**src/rtl/sop_pkg.sv**
```systemverilog
package sop_pkg;
  localparam int unsigned SOP_LANES = 4;

  function automatic int unsigned sop_res_w(input int unsigned opw);
    return 2 * opw + 2;
  endfunction
endpackage

```
**src/rtl/sop_rst_sync.sv**
```systemverilog
module sop_rst_sync #(
  parameter int unsigned STAGES = 2
) (
  input  logic clk,
  input  logic rst_n,
  output logic rst_s_n
);
  logic [STAGES-1:0] sync_q;
  logic [STAGES-1:0] sync_d;

  always_comb begin
    sync_d = {sync_q[STAGES-2:0], 1'b1};
  end

  always_ff @(posedge clk or negedge rst_n) begin
    if (!rst_n) sync_q <= '0;
    else        sync_q <= sync_d;
  end

  assign rst_s_n = sync_q[STAGES-1];
endmodule

```
**src/rtl/sop_mul_stage.sv**
```systemverilog
module sop_mul_stage #(
  parameter int unsigned OPW   = 16,
  parameter int unsigned LANES = 4
) (
  input  logic                        clk,
  input  logic                        rst_n,
  input  logic                        vld_i,
  input  logic [LANES-1:0][OPW-1:0]   a_i,
  input  logic [LANES-1:0][OPW-1:0]   b_i,
  output logic                        vld_o,
  output logic [LANES-1:0][2*OPW-1:0] prod_o
);
  localparam int unsigned PW = 2 * OPW;

  logic vld_q;

  always_ff @(posedge clk or negedge rst_n) begin
    if (!rst_n) vld_q <= 1'b0;
    else        vld_q <= vld_i;
  end
  assign vld_o = vld_q;

  for (genvar g = 0; g < LANES; g++) begin : g_lane
    logic [PW-1:0] prod_d;
    logic [PW-1:0] prod_q;

    always_comb begin
      prod_d = PW'(a_i[g]) * PW'(b_i[g]);
    end

    always_ff @(posedge clk or negedge rst_n) begin
      if (!rst_n)     prod_q <= '0;
      else if (vld_i) prod_q <= prod_d;
    end

    assign prod_o[g] = prod_q;
  end
endmodule

```
**src/rtl/sop_add_stage.sv**
```systemverilog
module sop_add_stage #(
  parameter int unsigned W    = 32,
  parameter int unsigned NOUT = 2
) (
  input  logic                     clk,
  input  logic                     rst_n,
  input  logic                     vld_i,
  input  logic [2*NOUT-1:0][W-1:0] din,
  output logic                     vld_o,
  output logic [NOUT-1:0][W:0]     dout
);
  logic vld_q;

  always_ff @(posedge clk or negedge rst_n) begin
    if (!rst_n) vld_q <= 1'b0;
    else        vld_q <= vld_i;
  end
  assign vld_o = vld_q;

  for (genvar g = 0; g < NOUT; g++) begin : g_pair
    logic [W:0] sum_d;
    logic [W:0] sum_q;

    always_comb begin
      sum_d = {1'b0, din[2*g]} + {1'b0, din[2*g+1]};
    end

    always_ff @(posedge clk or negedge rst_n) begin
      if (!rst_n)     sum_q <= '0;
      else if (vld_i) sum_q <= sum_d;
    end

    assign dout[g] = sum_q;
  end
endmodule

```
**src/rtl/sop4_pipe.sv**
```systemverilog
module sop4_pipe #(
  parameter int unsigned OPW = 16
) (
  input  logic                                      clk,
  input  logic                                      rst_n,
  input  logic                                      in_vld,
  input  logic [sop_pkg::SOP_LANES-1:0][OPW-1:0]    op_a,
  input  logic [sop_pkg::SOP_LANES-1:0][OPW-1:0]    op_b,
  output logic                                      out_vld,
  output logic [sop_pkg::sop_res_w(OPW)-1:0]        result
);
  localparam int unsigned LANES = sop_pkg::SOP_LANES;
  localparam int unsigned PW    = 2 * OPW;
  localparam int unsigned SW    = PW + 1;
  localparam int unsigned RW    = sop_pkg::sop_res_w(OPW);

  logic                    rst_s_n;
  logic                    vld_m;
  logic                    vld_p;
  logic                    vld_f;
  logic [LANES-1:0][PW-1:0] prod;
  logic [1:0][SW-1:0]       pair_sum;
  logic [0:0][RW-1:0]       fin_sum;

  sop_rst_sync #(.STAGES(2)) u_rst (
    .clk     (clk),
    .rst_n   (rst_n),
    .rst_s_n (rst_s_n)
  );

  sop_mul_stage #(.OPW(OPW), .LANES(LANES)) u_mul (
    .clk    (clk),
    .rst_n  (rst_s_n),
    .vld_i  (in_vld),
    .a_i    (op_a),
    .b_i    (op_b),
    .vld_o  (vld_m),
    .prod_o (prod)
  );

  sop_add_stage #(.W(PW), .NOUT(2)) u_pair (
    .clk   (clk),
    .rst_n (rst_s_n),
    .vld_i (vld_m),
    .din   (prod),
    .vld_o (vld_p),
    .dout  (pair_sum)
  );

  sop_add_stage #(.W(SW), .NOUT(1)) u_final (
    .clk   (clk),
    .rst_n (rst_s_n),
    .vld_i (vld_p),
    .din   (pair_sum),
    .vld_o (vld_f),
    .dout  (fin_sum)
  );

  assign out_vld = vld_f;
  assign result  = fin_sum[0];
endmodule

```
**config.mk**
```make
export PLATFORM = sky130hd
export DESIGN_NAME = sop4_pipe
export DESIGN_NICKNAME = d
export VERILOG_FILES = /design/src/rtl/sop_pkg.sv /design/src/rtl/sop_rst_sync.sv /design/src/rtl/sop_mul_stage.sv /design/src/rtl/sop_add_stage.sv /design/src/rtl/sop4_pipe.sv
export SDC_FILE = /design/constraint.sdc
export NUM_CORES = 2
export LEC_CHECK = 0
export BUFFER_PORTS_ARGS = -buffer_cell sky130_fd_sc_hd__buf_2
export CAP_MARGIN = 20
export CORE_AREA = 2 2 310 312
export CTS_CLUSTER_SIZE = 16
export DETAILED_ROUTE_END_ITERATION = 10
export DIE_AREA = 0 0 312 314
export PLACE_DENSITY = 0.66
export SLEW_MARGIN = 10
export SYNTH_ARGS = -nofsm -noshare
export SYNTH_HDL_FRONTEND = slang
export SYNTH_SLANG_ARGS = --single-unit
```
**constraint.sdc**
```tcl
create_clock -name clk -period 16.2 [get_ports clk]
set_input_delay 3.24 -clock clk [delete_from_list [all_inputs] [get_ports clk]]
set_output_delay 3.24 -clock clk [all_outputs]
set_load 0.02 [all_outputs]
```
# --- After elaboration in Yosys (flattened, before gate mapping) ---
# Cells that the tools add are included.
classes:
  n_shift: 0
  n_div: 0
  mux: 0
  n_lt_le_gt_ge: 0
  eq_ne: 0
  n_bitwise: 0
  n_addsub: 3
  n_mul: 4
  reduce_logical: 0
ops:
  columns: ["operator", "n"]
  rows:
  - ["16-bit by 16-bit multiplier with 32-bit output", 4]
  - ["32-bit by 32-bit adder with 33-bit output", 2]
  - ["33-bit by 33-bit adder with 34-bit output", 1]
word_totals:
  latch_bits: 0
  elab_cells: 18
  romBits: 0
  register_bits: 233
  ram_bits: 0
  output_inout_bits: 35
  in_bits: 131
  n_memories: 0

# --- Depth between registers and ports, before layout ---
logic_depth:
  word_depth: 1
  mapped_depth: 24
  depth_no_buf: 23

# --- Hierarchy ---
# A second synthesis with hierarchy kept.
unflattened:
  hier_cells: 5267
  area_unflattened_um2: 47714.5
modules_own_cells:
  columns: ["module", "area_per_inst_um2", "seq_area_each_um2", "n_inst", "cells_per_inst"]
  rows:
  - ["sop_mul_stage", 38298.0, 3228.1, 1, 4168]
  - ["sop_add_stage at u_pair", 6236.0, 1676.6, 1, 735]
  - ["sop_add_stage at u_final", 3126.7, 875.8, 1, 361]
  - ["sop_rst_sync", 53.8, 50.0, 1, 3]

# --- Worst setup path before layout ---
# Ideal clock, no wire load.
synth_path:
  kind: "input-to-reg"
  start: "input port op_b[33] (netlist bit)"
  end: "register u_mul.g_lane[2].prod_q[30]"
  cell_stages: 21
  required_ns: 16.075
  path_slack_ns: 7.227
  arrival_time_ns: 8.848
  path_cell_list: "clkbuf_1 -> nand2_1 -> fa_1 -> fa_1 -> inv_1 -> fa_1 -> inv_1 -> fa_1 -> fa_1 -> fa_1 -> inv_1 -> ha_1 -> o21ai_0 -> o21ai_1 -> a211oi_2 -> o31ai_2 -> a31oi_2 -> o41ai_2 -> a221oi_2 -> xnor2_1 -> mux2_2"
synth_via:
  elab_chain_len: 1
synth_rtl:
  columns: ["item", "line_no", "rtl"]
  rows:
  - ["start: declaration", "sop4_pipe.sv:8", "input logic [sop_pkg::SOP_LANES-1:0][OPW-1:0] op_b,"]
  - ["16-bit by 16-bit multiplier with 32-bit output", "sop_mul_stage.sv:28", "prod_d = PW'(a_i[g]) * PW'(b_i[g]);"]
  - ["end signal: assignment", "sop_mul_stage.sv:33", "else if (vld_i) prod_q <= prod_d;"]
  - ["end: declaration", "sop_mul_stage.sv:25", "logic [PW-1:0] prod_q;"]
# No other way between the ends.
# A chain may end at the register's enable or synchronous reset.

# --- Worst setup path after layout ---
layout_path:
  start: "input port op_a[9] (netlist bit)"
  end: "register u_mul.g_lane[0].prod_q[29]"
layout_via:
  elab_chain_len: 1
layout_rtl:
  columns: ["item", "line_no", "rtl"]
  rows:
  - ["start: declaration", "sop4_pipe.sv:7", "input logic [sop_pkg::SOP_LANES-1:0][OPW-1:0] op_a,"]
  - ["16-bit by 16-bit multiplier with 32-bit output", "sop_mul_stage.sv:28", null]
  - ["end signal: assignment", "sop_mul_stage.sv:33", null]
  - ["end: declaration", "sop_mul_stage.sv:25", null]
# No other way between the ends.

==> results.cfg <==
[placed_design]
dpl.cell_count = 6388
place_congestion = 0.923
placed_area_um2 = 48700
dp_hpwl_um = 94600
io_buffers = 165

[timing]
worst_slew_pin_slew_ns = 0.887
fin_crit_ns = 8.87
finClkSkew_ns = 0.0141
rsz0062_at_grt = no
slew_violations = 0
hold_viol = 0
period_share = 0.548
fmax_mhz = 113
fin_hold_ws_ns = 0.294
setup_tns_ns = 0
relSlewSlack = 0.409
finalSetupViolCount = 0

[critical_path]
path_cells = buf_2 -> nand2_1 -> fa_1 -> fa_1 -> fa_1 -> fa_1 -> inv_1 -> fa_1 -> inv_1 -> fa_1 -> inv_1 -> ha_1 -> nand4_1 -> o21ai_0 -> nor4_1 -> a21oi_1 -> o211ai_1 -> a21boi_1 -> o211a_1 -> or3_1 -> a31o_1
critical_path_arrival_ns = 9.31
reg2reg_from = u_pair.g_pair[1].sum_q[6]
crit_start = op_a[9]
worstPathRequired_ns = 16.64
reg2reg_slack_ns = 12.77
cp_max_fo = 16
crit_slowest_cell = fa_1
end_kind = flop
worst-setup-path-type = in -> reg
cpMostUsedCell = fa_1
max_stage_delay_ns = 0.57
startpoint_type = primary input

[final_layout]
nets = 6574
multi_input_area_um2 = 36900
stdcell_count = 6435
diodes = 0
final_cell_area_um2 = 49600
seqCellArea_um2 = 5840
drive_gt1_frac = 0.0803
fill_cells = 8905
syn_to_final_growth_pct = 5.55

[global_route]
grt_overflow = 0
grt_max_degree = 94
grt_pass1_vias = 36800
grt_antenna_before_repair = 2
grt.total_usage = 0.246
grt_pass1_wl_um = 195000

[synthesis]
ys.flop_type = dfrtp_1
synth_area_um2 = 47000
synth_xor_area_frac = 0.0332
syn_avg_cell_area_um2 = 9.13
yosys.area.top_type = fa_1
syn_inst = 5149
synth.area.mux_share = 0.0373
synth_warnings = 0
async_reset_ff_frac = 1.00
synth_compound_area_frac = 0.0912
ys_ff_latch = 233
synth_nets = 6572
synth_cell_types = 94
synth_top_family_by_area = adder cells
synth_top_area_frac = 0.332
synthAdderAreaFrac = 0.468
synthSimpleGateAreaFrac = 0.154
yosys-top-cells-area = fa_1 (33%), ha_1 (14%), dfrtp_1 (12%)
synth_edf_count = 0
yosysSeqAreaShare = 0.124

[floorplan]
die_area_um2 = 98000
fp.dieH_um = 314
core-area_um2 = 94400
io_pins = 166
die_w_um = 312
num_rows = 113
start_util = 0.498

[route]
wl_um = 117000
wire_per_inst_um = 18.2
drc_errors = 0
drt-vias-per-instance = 5.44
firstDrtPassIters = 6
ant_nets = 0
vias = 35000
first_iter_violations = 2457

[cts]
cts_resized = 0
h-tree-depth = 1
hold_buffers = 0
path_clk_slew_ns = 0.06
cts_setup_buffers = 0
clk_path_buf_depth = 3
cts-root-buf = clkbuf_16
cts_tree = built
cts-buffers-inserted = 26
clkLatencyLatePin_ns = 0.55
clock-sinks = 233

[run]
cap_violations = 0

[hold_path]
worst_hold_path_type = reg -> async

[outcome]
outcome = finished, final reports clean
==> synthesized netlist by cell type (35+ instances only) <==
cell type  number
a21o_1         86
a21oi_1       214
and2_1        454
clkbuf_1      186
dfrtp_1       233
fa_1          779
ha_1          513
inv_1         939
mux2_2        154
nand2_1       695
nand3_1        54
nand4_1        35
nor2_1        126
o21ai_0       100
o21bai_1       35
xnor2_1       132
xor2_1         46
==> placed cells by master (no fill, tap or decap), types with 54 or more instances in the layout <==
master / netlist / final
and2_1: 454 / 454
buf_2: 1 / 164
a21oi_1: 214 / 214
inv_1: 939 / 939
o21ai_0: 100 / 100
mux2_2: 154 / 154
xnor2_1: 132 / 132
a21o_1: 86 / 86
nand2_1: 695 / 695
ha_1: 513 / 513
nor2_1: 126 / 126
fa_1: 779 / 779
nand3_1: 54 / 54
dfrtp_1: 233 / 231
==> logic make-up (layout without fill, tap and decap cells) <==
kind of cell             Yosys count  in the layout
flip-flops                       233            233
XOR/XNOR                         178            178
buffers and inverters           1139           1160
AO/OA/AOI/OAI                    655            655
multiplexers                     156            156
AND/OR/NAND/NOR                 1495           1495
other                              1              1
adder cells (fa/ha/maj)         1292           1292
==> routing by layer <==
metal	share of wire	global-route usage	routed length, um
met1	0.44	0.341	52100
met2	0.48	0.421	56600
met3	0.049	0.0239	5740
met4	0.023	0.0515	2680
met5	0.00023	0	27
==> area by class of cell <==
cell class,instances,share of cell area
timing repair buffer,172,0.0178
clock buffer,33,0.0149
multi-input combinational,3777,0.743
sequential,233,0.118
clock inverter,14,0.00368
inverter,941,0.0712
tap,1265,0.0319
==> registers in the layout, summed over array words and instances, names as in the netlist <==
register	cells
u_rst.sync_q	2
u_pair.vld_o	1
u_mul.vld_o	1
u_final.dout	34
u_mul.g_lane.prod_q	128
u_final.vld_o	1
u_pair.g_pair.sum_q	66
==> worst paths after layout <==
check	cells after the start	endpoint
max	21	u_mul.g_lane[0].prod_q[29]
min	0	u_mul.g_lane[3].prod_q[29]
max reg2reg	10	u_final.dout[33]
min reg2reg	0	u_mul.g_lane[3].prod_q[29]
max in group asynchronous	1	u_rst.sync_q[1]
min in group clk	0	u_rst.sync_q[1]
==> critical path, delay by kind of cell <==
| family | cells | cell delay [ns] |
|---|---|---|
| AND/OR/NAND/NOR | 4 | 0.94 |
| adder cells (fa/ha/maj) | 7 | 3.45 |
| AO/OA/AOI/OAI | 6 | 1.19 |
| buffers and inverters | 4 | 0.48 |
==> per-stage QoR <==
stage,utilization,setup slack (ns)
after floorplan,-,7.23
after global placement,0.516,6.87
after detailed placement,0.516,6.84
after CTS,0.526,7.37
after global routing,0.526,6.98
final,0.526,7.33
Power is not shown: default switching activity piles up to over one toggle a cycle in this logic, so the estimate is an artifact.
